===== src/rtl/refclk_guard_pkg.sv =====
`timescale 1ns/1ps
package refclk_guard_pkg;
  localparam int NUM_REFS = 2;

  typedef enum logic {
    EDGE_ANY  = 1'b0,
    EDGE_FALL = 1'b1
  } edge_kind_t;

  function automatic logic [NUM_REFS-1:0] idx_to_onehot(input logic idx);
    return idx ? 2'b10 : 2'b01;
  endfunction
endpackage


===== src/rtl/rcg_sync_edge.sv =====
`timescale 1ns/1ps
module rcg_sync_edge
  import refclk_guard_pkg::*;
#(
  parameter int         STAGES  = 2,
  parameter logic       RST_VAL = 1'b0,
  parameter edge_kind_t KIND    = EDGE_ANY
) (
  input  logic clk,
  input  logic rst,
  input  logic d_async,
  output logic edge_o
);
  logic [STAGES-1:0] chain_q;
  logic              prev_q;
  logic              cur;

  assign cur = chain_q[STAGES-1];

  always_ff @(posedge clk) begin
    if (rst) begin
      chain_q <= {STAGES{RST_VAL}};
      prev_q  <= RST_VAL;
    end else begin
      chain_q <= {chain_q[STAGES-2:0], d_async};
      prev_q  <= cur;
    end
  end

  generate
    if (KIND == EDGE_FALL) begin : g_fall
      assign edge_o = prev_q & ~cur;
    end else begin : g_any
      assign edge_o = prev_q ^ cur;
    end
  endgenerate
endmodule


===== src/rtl/rcg_stuck_det.sv =====
`timescale 1ns/1ps
module rcg_stuck_det #(
  parameter int STUCK_LIMIT = 64
) (
  input  logic clk,
  input  logic rst,
  input  logic clr,
  input  logic edge_i,
  output logic dead_o
);
  localparam int CW = $clog2(STUCK_LIMIT + 1);
  localparam logic [CW-1:0] LIM = CW'(STUCK_LIMIT);

  logic [CW-1:0] cnt_q;

  always_ff @(posedge clk) begin
    if (rst || clr || edge_i) begin
      cnt_q <= '0;
    end else if (cnt_q != LIM) begin
      cnt_q <= cnt_q + 1'b1;
    end
  end

  assign dead_o = (cnt_q == LIM);
endmodule


===== src/rtl/rcg_sel_ctrl.sv =====
`timescale 1ns/1ps
module rcg_sel_ctrl
  import refclk_guard_pkg::*;
(
  input  logic                clk,
  input  logic                rst,
  input  logic                clr,
  input  logic [NUM_REFS-1:0] dead,
  input  logic                prim_sel,
  input  logic                manual,
  output logic [NUM_REFS-1:0] alarm_n,
  output logic                ind,
  output logic [NUM_REFS-1:0] sel_oh
);
  logic [NUM_REFS-1:0] alarm_q, alarm_nx;
  logic                ind_q, ind_nx;
  logic [NUM_REFS-1:0] sel_q;

  always_comb begin
    alarm_nx = clr ? {NUM_REFS{1'b1}} : (alarm_q & ~dead);
    if (alarm_nx == '0) begin
      ind_nx = 1'b0;
    end else if (manual || alarm_nx == {NUM_REFS{1'b1}}) begin
      ind_nx = prim_sel;
    end else if (!alarm_nx[ind_q] && alarm_nx[~ind_q]) begin
      ind_nx = ~ind_q;
    end else begin
      ind_nx = ind_q;
    end
  end

  always_ff @(posedge clk) begin
    if (rst) begin
      alarm_q <= {NUM_REFS{1'b1}};
      ind_q   <= 1'b0;
      sel_q   <= idx_to_onehot(1'b0);
    end else begin
      alarm_q <= alarm_nx;
      ind_q   <= ind_nx;
      sel_q   <= idx_to_onehot(ind_nx);
    end
  end

  assign alarm_n = alarm_q;
  assign ind     = ind_q;
  assign sel_oh  = sel_q;
endmodule


===== src/rtl/refclk_guard.sv =====
`timescale 1ns/1ps
module refclk_guard
  import refclk_guard_pkg::*;
#(
  parameter int SYNC_STAGES = 2,
  parameter int STUCK_LIMIT = 64
) (
  input  logic       clk,
  input  logic       rst,
  input  logic       ref_in0,
  input  logic       ref_in1,
  input  logic       prim_sel,
  input  logic       auto_mode,
  input  logic       bypass_en,
  input  logic       alarm_clr_n,
  output logic       fail0_n,
  output logic       fail1_n,
  output logic       ref_ind,
  output logic [1:0] ref_sel_oh
);
  logic [NUM_REFS-1:0] refs;
  logic [NUM_REFS-1:0] ref_edge;
  logic [NUM_REFS-1:0] ref_dead;
  logic [NUM_REFS-1:0] alarm_n;
  logic                clr_pulse;
  logic                manual;

  assign refs   = {ref_in1, ref_in0};
  assign manual = ~auto_mode | bypass_en;

  rcg_sync_edge #(
    .STAGES (SYNC_STAGES),
    .RST_VAL(1'b1),
    .KIND   (EDGE_FALL)
  ) i_clr_sync (
    .clk    (clk),
    .rst    (rst),
    .d_async(alarm_clr_n),
    .edge_o (clr_pulse)
  );

  for (genvar g = 0; g < NUM_REFS; g++) begin : g_ref
    rcg_sync_edge #(
      .STAGES (SYNC_STAGES),
      .RST_VAL(1'b0),
      .KIND   (EDGE_ANY)
    ) i_sync (
      .clk    (clk),
      .rst    (rst),
      .d_async(refs[g]),
      .edge_o (ref_edge[g])
    );

    rcg_stuck_det #(
      .STUCK_LIMIT(STUCK_LIMIT)
    ) i_det (
      .clk   (clk),
      .rst   (rst),
      .clr   (clr_pulse),
      .edge_i(ref_edge[g]),
      .dead_o(ref_dead[g])
    );
  end

  rcg_sel_ctrl i_ctrl (
    .clk     (clk),
    .rst     (rst),
    .clr     (clr_pulse),
    .dead    (ref_dead),
    .prim_sel(prim_sel),
    .manual  (manual),
    .alarm_n (alarm_n),
    .ind     (ref_ind),
    .sel_oh  (ref_sel_oh)
  );

  assign fail0_n = alarm_n[0];
  assign fail1_n = alarm_n[1];
endmodule


===== config.mk =====
export PLATFORM = sky130hd
export DESIGN_NAME = refclk_guard
export DESIGN_NICKNAME = d
export VERILOG_FILES = /design/src/rtl/refclk_guard_pkg.sv /design/src/rtl/rcg_sync_edge.sv /design/src/rtl/rcg_stuck_det.sv /design/src/rtl/rcg_sel_ctrl.sv /design/src/rtl/refclk_guard.sv
export SDC_FILE = /design/constraint.sdc
export NUM_CORES = 1
export LEC_CHECK = 0
export ABC_AREA = 1
export BUFFER_PORTS_ARGS = -buffer_cell sky130_fd_sc_hd__buf_2
export CAP_MARGIN = 0
export CORE_MARGIN = 3
export CORE_UTILIZATION = 42
export DETAILED_ROUTE_END_ITERATION = 10
export SLEW_MARGIN = 10
export SYNTH_ARGS = -nofsm -noshare
export SYNTH_HDL_FRONTEND = slang
export SYNTH_SLANG_ARGS = --single-unit

===== constraint.sdc =====
create_clock -name clk -period 1.2 [get_ports clk]
set_input_delay 0.24 -clock clk [delete_from_list [all_inputs] [get_ports clk]]
set_output_delay 0.24 -clock clk [all_outputs]
set_load 0.01 [all_outputs]

# --- Word-level counts from Yosys, hierarchy flattened ---
# Cells that the tools add are included.
classes:
  n_addsub: 2
  mul: 0
  div: 0
  n_lt_le_gt_ge: 2
  eq_ne: 5
  shifts: 0
  mux: 9
  bitwise: 9
  reduce_logical: 7
op_table:
  columns: ["cell", "n"]
  rows:
  - ["$add A7 B1 Y7 const B", 2]
  - ["$eq A7 B7 Y1 const B", 2]
  - ["$ne A7 B7 Y1 const B", 2]
  - ["$mux W1", 7]
  - ["$logic_or A1 B1 Y1", 4]
  - ["$lt A1 B2 Y1 const B", 2]
  - ["$mux W2", 2]
  - ["$not A1 Y1", 3]
  - ["$and A2 B2 Y2", 1]
  - ["$eq A2 B2 Y1 const B", 1]
  - ["$logic_not A2 Y1", 1]
  - ["$not A2 Y2", 1]
  - ["$xor A1 B1 Y1", 2]
  - ["$and A1 B1 Y1", 1]
  - ["$logic_and A1 B1 Y1", 1]
  - ["$logic_not A1 Y1", 1]
  - ["$or A1 B1 Y1", 1]
word_totals:
  ff_bits: 28
  latch_bits: 0
  ramBits: 0
  mem_bits_ro: 0
  in_bits: 8
  output_inout_bits: 5
  elab_cells: 45
  mem_count: 0

# --- Longest topological paths before layout ---
# Gate-level depths: netlist (run 1).
logic_depth:
  word_depth: 12
  mapped_depth: 10
  depth_no_buf: 10

# --- Modules after synthesis ---
# From an unflattened synthesis (run 1), not the netlist that was laid out.
unflattened:
  hier_cells: 163
  hier_area_um2: 1223.7
modules_own_cells:
  columns: ["module", "n_inst", "cells_per_inst", "area_per_inst_um2", "seq_area_each_um2"]
  rows:
  - ["rcg_stuck_det", 2, 51, 385.4, 140.1]
  - ["rcg_sync_edge at g_ref[0].i_sync ...", 2, 13, 97.6, 60.1]
  - ["rcg_sel_ctrl", 1, 21, 156.4, 80.1]
  - ["rcg_sync_edge at i_clr_sync", 1, 12, 93.8, 60.1]
  - ["refclk_guard", 1, 2, 7.5, 0.0]

# --- Least setup slack after synthesis (run 1) ---
# OpenSTA, ideal clock, no wires.
synth_path:
  path_type: "register to register"
  from: "reg g_ref[0].i_det.cnt_q[0]"
  to: "reg i_ctrl.sel_q[1], in the netlist i_ctrl.sel_oh[1]"
  setup_ps: 113
  arrival_ps: 1010
  t_required_ps: 1087
  path_slack_ps: 78
  path_stages_with_launch: 10
  path_buffers: 0
  period_less_slack_ps: 1122
  cell_sequence: "dfxtp_1 > inv_1 > ha_1 > inv_1 > nor2_1 > nand3_2 > nand3_1 > inv_1 > nor2_1 > nor2_1"
synth_between:
  elab_chain_len: 12
  word_cells_on_any_way: 17
  classes_between: "2 x eq/ne; 9 x mux; 2 x bitwise; 4 x reduce/logical"
synth_lines:
  columns: ["element", "line_no", "rtl"]
  rows:
  - ["from (decl)", "rcg_stuck_det.sv:14", "logic [CW-1:0] cnt_q;"]
  - ["from (signal assigned)", "rcg_stuck_det.sv:20", "cnt_q <= cnt_q + 1'b1;"]
  - ["$eq A7 B7 Y1 (*)", "rcg_stuck_det.sv:24", "assign dead_o = (cnt_q == LIM);"]
  - ["$not A2 Y2 (*)", "rcg_sel_ctrl.sv:20", "alarm_nx = clr ? {NUM_REFS{1'b1}} : (alarm_q & ~dead);"]
  - ["$and A2 B2 Y2 (*)", "rcg_sel_ctrl.sv:20", null]
  - ["$mux W2 (*)", "rcg_sel_ctrl.sv:20", null]
  - ["$mux W1 (implied by the code) (2 in a row)", "rcg_sel_ctrl.sv:25", "end else if (!alarm_nx[ind_q] && alarm_nx[~ind_q]) begin"]
  - ["$logic_not A1 Y1", "rcg_sel_ctrl.sv:25", null]
  - ["$logic_and A1 B1 Y1", "rcg_sel_ctrl.sv:25", null]
  - ["$mux W1", "rcg_sel_ctrl.sv:25", null]
  - ["$mux W1", "rcg_sel_ctrl.sv:23", "end else if (manual || alarm_nx == {NUM_REFS{1'b1}}) begin"]
  - ["$mux W1 (*)", "rcg_sel_ctrl.sv:21", "if (alarm_nx == '0) begin"]
  - ["$mux W2 (*)", "refclk_guard_pkg.sv:11", "return idx ? 2'b10 : 2'b01;"]
  - ["to (signal assigned)", "rcg_sel_ctrl.sv:36", "sel_q <= idx_to_onehot(1'b0);"]
  - ["to (signal assigned)", "rcg_sel_ctrl.sv:40", "sel_q <= idx_to_onehot(ind_nx);"]
  - ["to (decl)", "rcg_sel_ctrl.sv:17", "logic [NUM_REFS-1:0] sel_q;"]
# Mark *: on every way between the ends. The rest lies on a longest branch, timed or not. The select of a mux whose other input is x is not followed.
# A chain may end at the register's enable or synchronous reset.

# --- Worst setup path in the final report (run 1) ---
layout_path:
  from: "reg g_ref[1].i_det.cnt_q[0]"
  to: "reg i_ctrl.sel_q[1], in the netlist i_ctrl.sel_oh[1]"
layout_between:
  elab_chain_len: 12
  word_cells_on_any_way: 17
  classes_between: "2 x eq/ne; 9 x mux; 2 x bitwise; 4 x reduce/logical"
layout_lines:
  columns: ["element", "line_no"]
  rows:
  - ["from (decl)", "rcg_stuck_det.sv:14"]
  - ["from (signal assigned)", "rcg_stuck_det.sv:20"]
  - ["$eq A7 B7 Y1 (*)", "rcg_stuck_det.sv:24"]
  - ["$not A2 Y2 (*)", "rcg_sel_ctrl.sv:20"]
  - ["$and A2 B2 Y2 (*)", "rcg_sel_ctrl.sv:20"]
  - ["$mux W2 (*)", "rcg_sel_ctrl.sv:20"]
  - ["$mux W1 (implied by the code) (2 in a row)", "rcg_sel_ctrl.sv:25"]
  - ["$logic_not A1 Y1", "rcg_sel_ctrl.sv:25"]
  - ["$logic_and A1 B1 Y1", "rcg_sel_ctrl.sv:25"]
  - ["$mux W1", "rcg_sel_ctrl.sv:25"]
  - ["$mux W1", "rcg_sel_ctrl.sv:23"]
  - ["$mux W1 (*)", "rcg_sel_ctrl.sv:21"]
  - ["$mux W2 (*)", "refclk_guard_pkg.sv:11"]
# Marks and branches as above.

==> metrics.txt, run 1 <==
die area approximately 0.0034 sq mm; Final Setup Violations 0; Syn. warnings 0; Max Slew Vio Count 0; drt initial violations 15; mux cell area share after synthesis 0; Die Span Y just under 60 um; GRT Overall Usage 0.116; total number of vias 865; CP Data Arrival Time 1.40 ns; # IOs 13; largest family of logic cells by synthesized area simple AND/OR/NAND/NOR gates; Yosys cell types 20; Synth Register Bits 27; Post-DP HPWL 1.31 mm; maximum clock rate 846 MHz; area share of the largest cell type after synthesis 0.478; CTS tree done; DR vias/cell about 4.4; Sw Share 0.242; synth top area cells dfxtp_1 (48%), inv_1 (8.3%), nor2_1 (8.0%), nand2_1 (7.3%), xnor2_1 (4.6%); Clock Sinks 27; number of cell rows 18; Mapped Area ~0.0011 sq mm; sequential share of power 0.621; Initial Utilization 0.448; Cell Area, Placed 0.00124 sq mm; CTS root buf clkbuf_4; PD cells 1070 mW/mm^2; final core utilization 0.566; FILL cells 229; Placed Cells 185; number of global-route vias before repair ~770; maximum clock insertion buffer count 2; Num CTS Buffers 3; Worst Setup End Kind flop; clock period minus worst slack 1.18 ns; VDD IR-drop max 0.749 mV; cts hold-fix bufs 0; Die W 57.9 um; largest net degree at the start of global routing 15; grt total ovfl 0; Layout area overhead 26.3%; layout cells sized above 1 0.355; Rel. slew slack 0.852; startpoint types flop; largest area contributor in the netlist dfxtp_1; Post-Synth Simple-Gate Area 0.281; Comb power frac 0.137; final RePlAce weighted congestion 0.789; Switch Pwr 0.370 mW; final hold violations 0; initial antenna violation count 0; clock insertion delay at the later pin of the skew report 0.30 ns; compound-gate portion of the synthesized area 0.0310; Tcrit/Tclk final 0.985; final non-filler cell total 196; post-synthesis sequential area ratio 0.478; port bufs 12; total wire length approximately 1.9 mm; Critical Path RT 1.42 ns; clock skew about 0.0017 ns; worst slew pin tran roughly 0.22 ns; first-pass GRT wire length slightly above 3 mm; Clock Pin Slew Worst Setup and Hold Paths 0.13 ns; Layout Cell Area excl Fill 0.00143 sq mm; Adder-Cell Fraction of Synth Area 0.0442; CP Max Fanout 6; XOR/XNOR Fraction of Synth Area 0.0697; cells after synthesis 142; H-tree depth 1; Hold Crit Class input port to flop; register area about 550 sq um; Post-Syn Nets approximately 150; leak pwr 0.612 nW; Syn Area/Cell 7.97 sq um; Final ANT Viol Nets 0; Setup Crit Path Kind flop to flop; status complete, no violations; drc violations 0; Pint 1.16 mW; Max Cap Viol 0; Multi-input gate area 591 sq um; RSZ-0062 raised after global routing yes; Antenna Cells 0; DRT Pass-1 Iters 4; Clock Power Share 0.242; Core Region around 0.0025 sq mm; Avg WL per Cell 9.47 um; nets@finish 179
[cells in the final DEF (no fill, tap or decap)]
| master | instances |
|---|---|
| nor2_4 | 2 |
| buf_4 | 10 |
| nor3_1 | 1 |
| clkbuf_4 | 3 |
| a21oi_4 | 1 |
| nand3_2 | 1 |
| nand3_4 | 2 |
| nand2_1 | 21 |
| or2_2 | 2 |
| nor2_2 | 3 |
| xnor2_2 | 1 |
| xor2_1 | 3 |
| nand3_1 | 6 |
| nand4_1 | 2 |
| nand2_2 | 4 |
| nor3_2 | 1 |
| dfxtp_2 | 4 |
| clkbuf_1 | 1 |
| inv_1 | 17 |
| xnor2_1 | 5 |
| inv_2 | 8 |
| buf_2 | 12 |
| nor3b_1 | 1 |
| a21oi_1 | 6 |
| nor2_1 | 21 |
| dfxtp_1 | 23 |
| ha_4 | 4 |
| and3_4 | 1 |
[cells in the mapped netlist]
master / n
xor2_1: 3
ha_1: 4
inv_1: 25
nor2_2: 1
nand3_1: 7
nor3b_1: 1
nand2_1: 22
nor2_4: 1
nor3_2: 1
xnor2_1: 6
a21oi_1: 7
nor2_1: 24
nand4_1: 2
or2_2: 2
dfxtp_1: 27
and3_1: 1
nand2_2: 3
nand3_2: 2
buf_4: 2
nor3_1: 1
[registers in the layout, indices dropped and copies added (netlist names)]
signal,count
g_ref.i_det.cnt_q,14
g_ref.i_sync.chain_q,4
g_ref.i_sync.prev_q,2
i_clr_sync.chain_q,2
i_ctrl.alarm_n,2
i_ctrl.sel_oh,2
i_clr_sync.prev_q,1
[metrics by stage]
stage / setup slack, ns / hold slack (ns) / TNS, ns / total power [mW]
global route: -0.0723 / 0.0891 / -0.236 / 1.61
finish: 0.0175 / 0.101 / 0 / 1.53
CTS: -0.0265 / 0.0929 / -0.0265 / 1.51
detailed placement: -0.0499 / 0.392 / -0.102 / 1.10
floorplan: 0.0776 / 0.344 / 0 / 1.06
global placement: -0.0345 / 0.389 / -0.0597 / 1.10
[routing by layer]
layer,global-route usage,vias to the layer above,share of wire
li1,-,476,-
met1,0.165,368,0.52
met2,0.174,19,0.42
met3,0.0267,2,0.042
met4,0.0397,0,0.0081
met5,0,-,0
[logic make-up after synthesis]
logic type                 Yosys count
buffers and inverters               27
and+or+nand+nor                     68
xor gates and xnor gates             9
adders and majority gates            4
AOI/OAI and AO/OA                    7
DFF                                 27
[timing repair]
| action | in CTS | in global routing |
|---|---|---|
| gates resized for setup | 12 | 20 |
| buffers inserted | 5 | 2 |
| endpoints found under the setup margin | 7 | 14 |
| pin swaps | 7 | 11 |
[final cells by class]
cell class / count / share of cell area
clock buffers: 4 / 0.0184
inverters: 25 / 0.0657
multi-input cells: 88 / 0.413
flip-flops and latches: 27 / 0.382
well taps: 30 / 0.0263
repair buffers: 22 / 0.0946
[critical path, stage by stage (launching register included)]
cell,delay [ns]
dfxtp_2,0.37
inv_2,0.08
ha_4,0.13
inv_2,0.04
nor2_4,0.11
nand3_4,0.11
nand2_1,0.09
nand2_1,0.05
nor2_1,0.08
nor2_1,0.05
[worst paths after layout]
kind                                               from                               endpoint  slack, ns  depth (start not counted)
setup / recovery   g_ref[1].i_det.cnt_q[0]$_SDFFE_PP0N_            i_ctrl.sel_oh[1]$_SDFF_PP0_       0.02                          9
hold / removal                              alarm_clr_n       i_clr_sync.chain_q[0]$_SDFF_PP1_       0.10                          2
setup reg to reg   g_ref[1].i_det.cnt_q[0]$_SDFFE_PP0N_            i_ctrl.sel_oh[1]$_SDFF_PP0_       0.02                          9
hold reg to reg   g_ref[0].i_sync.chain_q[0]$_SDFF_PP0_  g_ref[0].i_sync.chain_q[1]$_SDFF_PP0_       0.41                          2
[power by group through the flow]
stage | sequential (mW) | clock, mW | combinational [mW]
after floorplan | 0.966 | 0 | 0.0923
after global placement | 0.965 | 0 | 0.135
after detailed placement | 0.966 | 0 | 0.137
after CTS | 0.946 | 0.390 | 0.174
after global routing | 0.955 | 0.421 | 0.234
final | 0.952 | 0.371 | 0.210
Power figures use the tool's default switching activity.
==> inputs of run 2 (changes only) <==
Settings changed: ABC_AREA 1 to 0, TNS_END_PERCENT set to 10.
==> run 2 against run 1 <==
Against the previous run:
- the run now ends with negative setup slack left
- maximum frequency decreased by 16%
- non-clock buffer count rose by 9
- global-route usage grew 2.2 points
- count of clock-buffer cells in the layout is the same
- total power up 0.23%
- clock power rose by 4%
- sequential power down 0.5%
==> metrics.txt, run 2 <==
setup ws final -0.210 ns (-0.228 ns); FILL cells 234 (+2.2%); Critical Path RT 1.43 ns (about the same); Die W 57.0 um (-1.6%); PD cells 1070 mW/mm^2 (about the same); total number of vias 833 (-3.7%); most frequent cell after synthesis dfxtp_1; Tcrit/Tclk final 1.18 (+0.190); DRT Pass-1 Iters 4 (unchanged); ys flop type dfxtp_1; Clock Sinks 27 (unchanged); most frequent cells in the layout dfxtp_1 (21), buf_4 (18), nor2_1 (14), nand3_1 (11), buf_2 (11); Adder-Cell Fraction of Synth Area 0.0459 (+0.00162); CTS root buf clkbuf_4; DR vias/cell 4.93 (+12%); maximum clock insertion buffer count 2 (unchanged); Switch Pwr 0.365 mW (-1.4%); first-pass GRT wire length 3.59 mm (+16%); Synth top cells by count dfxtp_1 (27), nor2_1 (14), nand3_1 (11); area share of the largest cell type after synthesis 0.495 (+0.0175); Comb power frac 0.133 (-0.004); Max Slew Vio Count 0 (unchanged); status complete, but fails checks; Rel. slew slack 0.804 (-0.0480); number of cell rows 17 (-1); H-tree depth 1 (unchanged); sequential share of power 0.617 (-0.004); Final ANT Viol Nets 0 (unchanged); clock insertion delay at the later pin of the skew report 0.32 ns (+0.02 ns); # IOs 13 (unchanged); Top Registers g_ref.i_det.cnt_q (14), g_ref.i_sync.chain_q (4); number of global-route vias before repair 828 (+8.1%); worst slew pin tran 0.293 ns (+0.0716 ns); Setup Crit Path Kind flop to flop; final RePlAce weighted congestion 0.742 (-5.9%); cells on worst reg2reg path 6 (-3); Syn Area/Cell 10.1 sq um (+27%); Multi-input gate area 587 sq um (-0.64%); leak pwr 0.637 nW (+4.1%); Syn. warnings 0 (unchanged); Die Span Y 57.0 um (-1.6%); Layout area overhead 31.2%; grt total ovfl 0 (unchanged); RSZ-0062 raised after global routing yes; Min Hold Slack 0.0921 ns (-0.00869 ns); clock period minus worst slack 1.41 ns (+0.228 ns); Post-DP HPWL 1.47 mm (+12%); compound-gate portion of the synthesized area 0.0470 (+0.0160); die area 0.00325 sq mm (-3.2%); GRT Overall Usage 0.138 (+0.0216); Pint 1.17 mW (+0.75%); Avg WL per Cell 11.3 um (+19%); post-synthesis sequential area ratio 0.495 (+0.0175); Hold Crit Class input port to flop; drc violations 0 (unchanged); Clock Pin Slew Worst Setup and Hold Paths 0.14 ns (about the same); max FFs per register 14 (unchanged); CP Data Arrival Time 1.64 ns (+0.24 ns); Num CTS Buffers 3 (unchanged); Core Region 0.00234 sq mm (-7.2%); maximum clock rate 709 MHz (-16%); largest area contributor in the netlist dfxtp_1; Final Setup Violations 11 (+11); CTS tree done; Initial Utilization 0.466 (+0.0179); Worst Setup End Kind flop; Post-Syn Nets 120 (-22%); Mapped Area 0.00109 sq mm (-3.5%); Synth Register Bits 27 (unchanged); drt initial violations 10 (-5); cells after synthesis 108 (-24%); XOR/XNOR Fraction of Synth Area 0.112 (+0.0427); commonest non-fill, non-tap cell in the layout dfxtp_1; nets@finish 154 (-14%); number of synthesized flops with an enable pin 0 (unchanged); Sw Share 0.238 (-0.00390); VDD IR-drop max 0.824 mV (+10%); WHS Path Cells 2 (unchanged); Synth async-reset ratio 0 (unchanged); Antenna Cells 0 (unchanged); cts hold-fix bufs 0 (unchanged); mux cell area share after synthesis 0.0183 (+0.0183); CP Max Fanout 4 (-2); Post-Synth Simple-Gate Area 0.250 (-0.0310); synth top area cells dfxtp_1 (50%), xor2_1 (6.4%), nand3_1 (5.0%), nor2_1 (4.8%), xnor2_1 (4.8%); total wire length 1.91 mm (+3.0%); Yosys cell types 28 (+40%); initial antenna violation count 0 (unchanged); most flop-heavy register g_ref.i_det.cnt_q; final core utilization 0.612 (+0.0453); largest family of logic cells by synthesized area simple AND/OR/NAND/NOR gates; port bufs 12 (unchanged); layout cells sized above 1 0.383 (+0.0276); clock skew 0.00528 ns (+0.00354 ns); final hold violations 0 (unchanged); largest net degree at the start of global routing 15 (unchanged); Max Cap Viol 0 (unchanged); startpoint types flop; failing checks negative setup slack; register area 548 sq um (+0.46%); Clock Power Share 0.251 (+0.009)
run 2: kinds of logic after synthesis:
family	after synthesis
AO/OA/AOI/OAI	5
XOR/XNOR	14
adder cells (fa/ha/maj)	4
buffers and inverters	8
flip-flops	27
multiplexers	2
AND/OR/NAND/NOR	48
run 2: path summary, 6_finish.rpt:
kind,start,end,slack (ns)
setup / recovery,g_ref[0].i_det.cnt_q[1]$_SDFFE_PP0N_,i_ctrl.sel_oh[1]$_SDFF_PP0_,-0.21
hold / removal,alarm_clr_n,i_clr_sync.chain_q[0]$_SDFF_PP1_,0.09
setup reg to reg,g_ref[0].i_det.cnt_q[1]$_SDFFE_PP0N_,i_ctrl.sel_oh[1]$_SDFF_PP0_,-0.21
hold reg to reg,i_clr_sync.chain_q[0]$_SDFF_PP1_,i_clr_sync.chain_q[1]$_SDFF_PP1_,0.43
run 2: through the flow:
stage	area, sq um	power [mW]	instances	setup TNS (ns)	worst slack (ns)
floorplan	1120	1.09	108	-0.899	-0.188
global placement	1350	1.16	165	-1.48	-0.185
detailed placement	1350	1.16	165	-1.73	-0.234
CTS	1410	1.55	169	-1.10	-0.223
global route	1430	1.62	169	-2.18	-0.296
finish	1430	1.54	169	-1.03	-0.210
run 2: layer usage:
metal / share of wire / GRT usage
met3: 0.042 / 0.0204
met2: 0.44 / 0.202
met5: 0 / 0
met1: 0.50 / 0.197
met4: 0.019 / 0.0695
run 2: power by group through the flow:
stage / clock network, mW / registers [mW] / logic (mW)
4_1_cts: 0.405 / 0.948 / 0.202
3_3_place_gp: 0 / 0.966 / 0.191
5_1_grt: 0.439 / 0.952 / 0.229
6_report: 0.385 / 0.947 / 0.204
3_5_place_dp: 0 / 0.967 / 0.197
2_1_floorplan: 0 / 0.976 / 0.109
run 2: repair_timing:
action	in CTS	in global routing
pin swaps	5	2
endpoints found under the setup margin	16	19
buffers inserted	0	0
resized for setup	6	6
gates cloned	0	0
run 2: worst max-delay path, stage by stage, from the launching register on:
cell      delay [ns]
dfxtp_2         0.35
inv_2           0.06
ha_4            0.12
nor4b_4         0.23
nand3b_4        0.13
a32o_1          0.25
a41o_1          0.19
run 2: layout make-up:
class | instances | share of cell area
Sequential cell | 27 | 0.383
Tap cell | 28 | 0.0245
Inverter | 6 | 0.0157
Clock buffer | 4 | 0.0184
Timing Repair Buffer | 31 | 0.149
Multi-Input combinational cell | 73 | 0.410
==> inputs of run 3 (changes only) <==
Settings changed: CELL_PAD_IN_SITES_DETAIL_PLACEMENT set to 0, CELL_PAD_IN_SITES_GLOBAL_PLACEMENT set to 1, CORE_UTILIZATION 42 to 39, PLACE_DENSITY_LB_ADDON set to 0.1, SYNTH_HIERARCHICAL set to 1.
==> run 3 against run 2 <==
Against the previous run:
- the flow still finishes with violations (negative setup slack)
- hold slack lost 0.017 ns
- register-to-register slack lost 0.23 ns
- flip-flop and latch count is the same
- clock skew shrank 0.0026 ns
- setup slack lost 0.23 ns
- sequential power is essentially flat
- clock power grew 9.6%
==> metrics.txt, run 3 <==
CP Cell Sequence or4b_4, nor2_4, nand2b_2, a21oi_1, or3_1; Final ANT Viol Nets 0 (unchanged); Initial Utilization 0.436 (-0.0305); pre-CTS setup slack -0.417 ns (-0.183 ns); Worst Setup End Kind flop; Synth async-reset ratio 0 (unchanged); CP Max Fanout 3 (-1); failing checks negative setup slack; Avg WL per Cell 12.5 um (+10%); post-synthesis sequential area ratio 0.475 (-0.0207); CTS tree done; status complete, but fails checks; Rel. slew slack 0.703 (-0.102); maximum clock rate 611 MHz (-14%); port bufs 12 (unchanged); DRT Pass-1 Iters 5 (+1); worst slew pin tran 0.440 ns (+0.147 ns); Syn Area/Cell 9.65 sq um (-4.5%); VDD IR-drop max 0.974 mV (+18%); drt initial violations 39 (+29); most frequent cell after synthesis dfxtp_1; die area 0.00360 sq mm (+11%); Yosys cell types 26 (-7.1%); DR vias/cell 4.90 (-0.58%); largest net degree at the start of global routing 18 (+3); first-pass GRT wire length 4.06 mm (+13%); Max Cap Viol 0 (unchanged); total wire length 2.38 mm (+25%); Max Slew Vio Count 0 (unchanged); number of synthesized flops with an enable pin 0 (unchanged); crit-path max cell delay 0.56 ns (+0.21 ns); final hold violations 0 (unchanged); Synth Register Bits 27 (unchanged); Layout area overhead 36.3%; H-tree depth 1 (unchanged); Die W 60.0 um (+5.4%); Die Span Y 60.0 um (+5.4%); clock insertion delay at the later pin of the skew report 0.33 ns (about the same); layout cells sized above 1 0.453 (+0.0704); Antenna Cells 0 (unchanged); postcts setup bufs 0 (unchanged); cts hold-fix bufs 0 (unchanged); commonest non-fill, non-tap cell in the layout buf_4; RSZ-0062 raised after global routing yes; Synth top cells by count dfxtp_1 (27), nor2b_1 (10), a21oi_1 (9), nor3_1 (9), or3_1 (7); largest area contributor in the netlist dfxtp_1; ys flop type dfxtp_1; nets@finish 174 (+13%); max FFs per register 14 (unchanged); cells after synthesis 118 (+9.3%); most frequent cells in the layout buf_4 (29), dfxtp_1 (21), buf_2 (12), nor2b_1 (10), a21oi_1 (9); drc violations 0 (unchanged); startpoint types flop; Slowest cell on crit path or4b_4; grt total ovfl 0 (unchanged); Multi-input gate area 627 sq um (+6.8%); Tcrit/Tclk final 1.36 (+0.188); Setup Crit Path Kind flop to flop; maximum clock insertion buffer count 2 (unchanged); GRT Overall Usage 0.150 (+0.0121); PD cells 1040 mW/mm^2 (-3.0%); cell family with most CP delay simple AND/OR/NAND/NOR gates; leak pwr 0.629 nW (-1.2%); FILL cells 234 (unchanged); Post-Syn Nets 130 (+8.3%); # IOs 13 (unchanged); Hold Crit Class input port to flop; Mapped Area 0.00114 sq mm (+4.4%); number of global-route vias before repair 937 (+13%); WP buf/inv 0 (-1); Final Setup Violations 16 (+5); Clock Sinks 27 (unchanged); Num CTS Buffers 3 (unchanged); Syn. warnings 6 (+6); Critical Path RT 1.43 ns (about the same); Design Power 1.61 mW (+5.1%); register area 548 sq um (unchanged); total number of vias 936 (+12%); Top Registers g_ref.i_det/cnt_q (14), g_ref.i_sync/chain_q (4); Post-DP HPWL 1.92 mm (+31%); Clock Pin Slew Worst Setup and Hold Paths 0.15 ns (about the same); setup ws final -0.436 ns (-0.226 ns); initial antenna violation count 0 (unchanged); CTS root buf clkbuf_4; number of cell rows 18 (+1); final RePlAce weighted congestion 0.823 (+11%); clock period minus worst slack 1.64 ns (+0.226 ns); most flop-heavy register g_ref.i_det/cnt_q; synth top area cells dfxtp_1 (47%), nor2b_1 (5.5%), xor2_1 (4.6%), ha_1 (4.4%), a21oi_1 (4.0%); Core Region 0.00261 sq mm (+12%); clock skew 0.00265 ns (-0.00263 ns); CP Data Arrival Time 1.87 ns (+0.23 ns); area share of the largest cell type after synthesis 0.475 (-0.0207)
run 3: kinds of logic after synthesis:
| family | count (synthesis) | share of synthesized area |
|---|---|---|
| xor+xnor | 8 | 0.0615 |
| buf+inv | 8 | 0.0297 |
| fa+ha+maj | 4 | 0.0440 |
| simple gates | 55 | 0.310 |
| flops | 27 | 0.475 |
| compound gates | 16 | 0.0802 |
run 3: what timing repair did:
| item | 4_1_cts | 5_1_grt |
|---|---|---|
| resized for setup | 9 | 11 |
| setup endpoints to repair | 18 | 18 |
| pin swaps | 3 | 2 |
| endpoints found under the hold margin | 0 | 0 |
run 3: layer usage:
layer  wire length (um)  vias to the layer above  GRT usage
li1                   -                      489          -
met1               1100                      437      0.182
met2               1230                       10      0.262
met3                 53                        0     0.0389
met4                  0                        0     0.0380
met5                  0                        -          0
run 3: layout make-up:
type / count / area share
Clock buffer: 3 / 0.0145
Clock inverter: 1 / 0.00565
Inverter: 5 / 0.0121
Multi-Input combinational cell: 83 / 0.404
Sequential cell: 27 / 0.353
Tap cell: 30 / 0.0242
Timing Repair Buffer: 42 / 0.186
run 3: final timing paths:
path	depth (start not counted)	from	slack, ns	endpoint
setup / recovery	5	g_ref[0].i_det/cnt_q[4]$_SDFFE_PP0P_	-0.44	i_ctrl/sel_oh[0]$_SDFF_PP1_
hold / removal	2	alarm_clr_n	0.07	i_clr_sync/chain_q[0]$_SDFF_PP1_
setup reg to reg	5	g_ref[0].i_det/cnt_q[4]$_SDFFE_PP0P_	-0.44	i_ctrl/sel_oh[0]$_SDFF_PP1_
hold reg to reg	1	i_clr_sync/chain_q[0]$_SDFF_PP1_	0.43	i_clr_sync/chain_q[1]$_SDFF_PP1_
run 3: metrics by stage:
stage / TNS [ns] / utilization / hold WS [ns] / instances / cell area, sq um
after global routing: -2.92 / 0.594 / 0.0439 / 191 / 1550
final: -1.94 / 0.594 / 0.0748 / 191 / 1550
after detailed placement: -2.05 / 0.554 / 0.393 / 187 / 1450
after CTS: -2.09 / 0.580 / 0.0618 / 191 / 1510
after global placement: -1.58 / 0.554 / 0.394 / 187 / 1450
after floorplan: -1.04 / - / 0.312 / 118 / 1140
run 3: where the power goes:
part	switching (mW)	leakage, nW	internal (mW)
Combinational	0.118	0.387	0.129
Clock	0.286	0.0183	0.136
Sequential	0.0146	0.223	0.931
Total	0.419	0.629	1.20
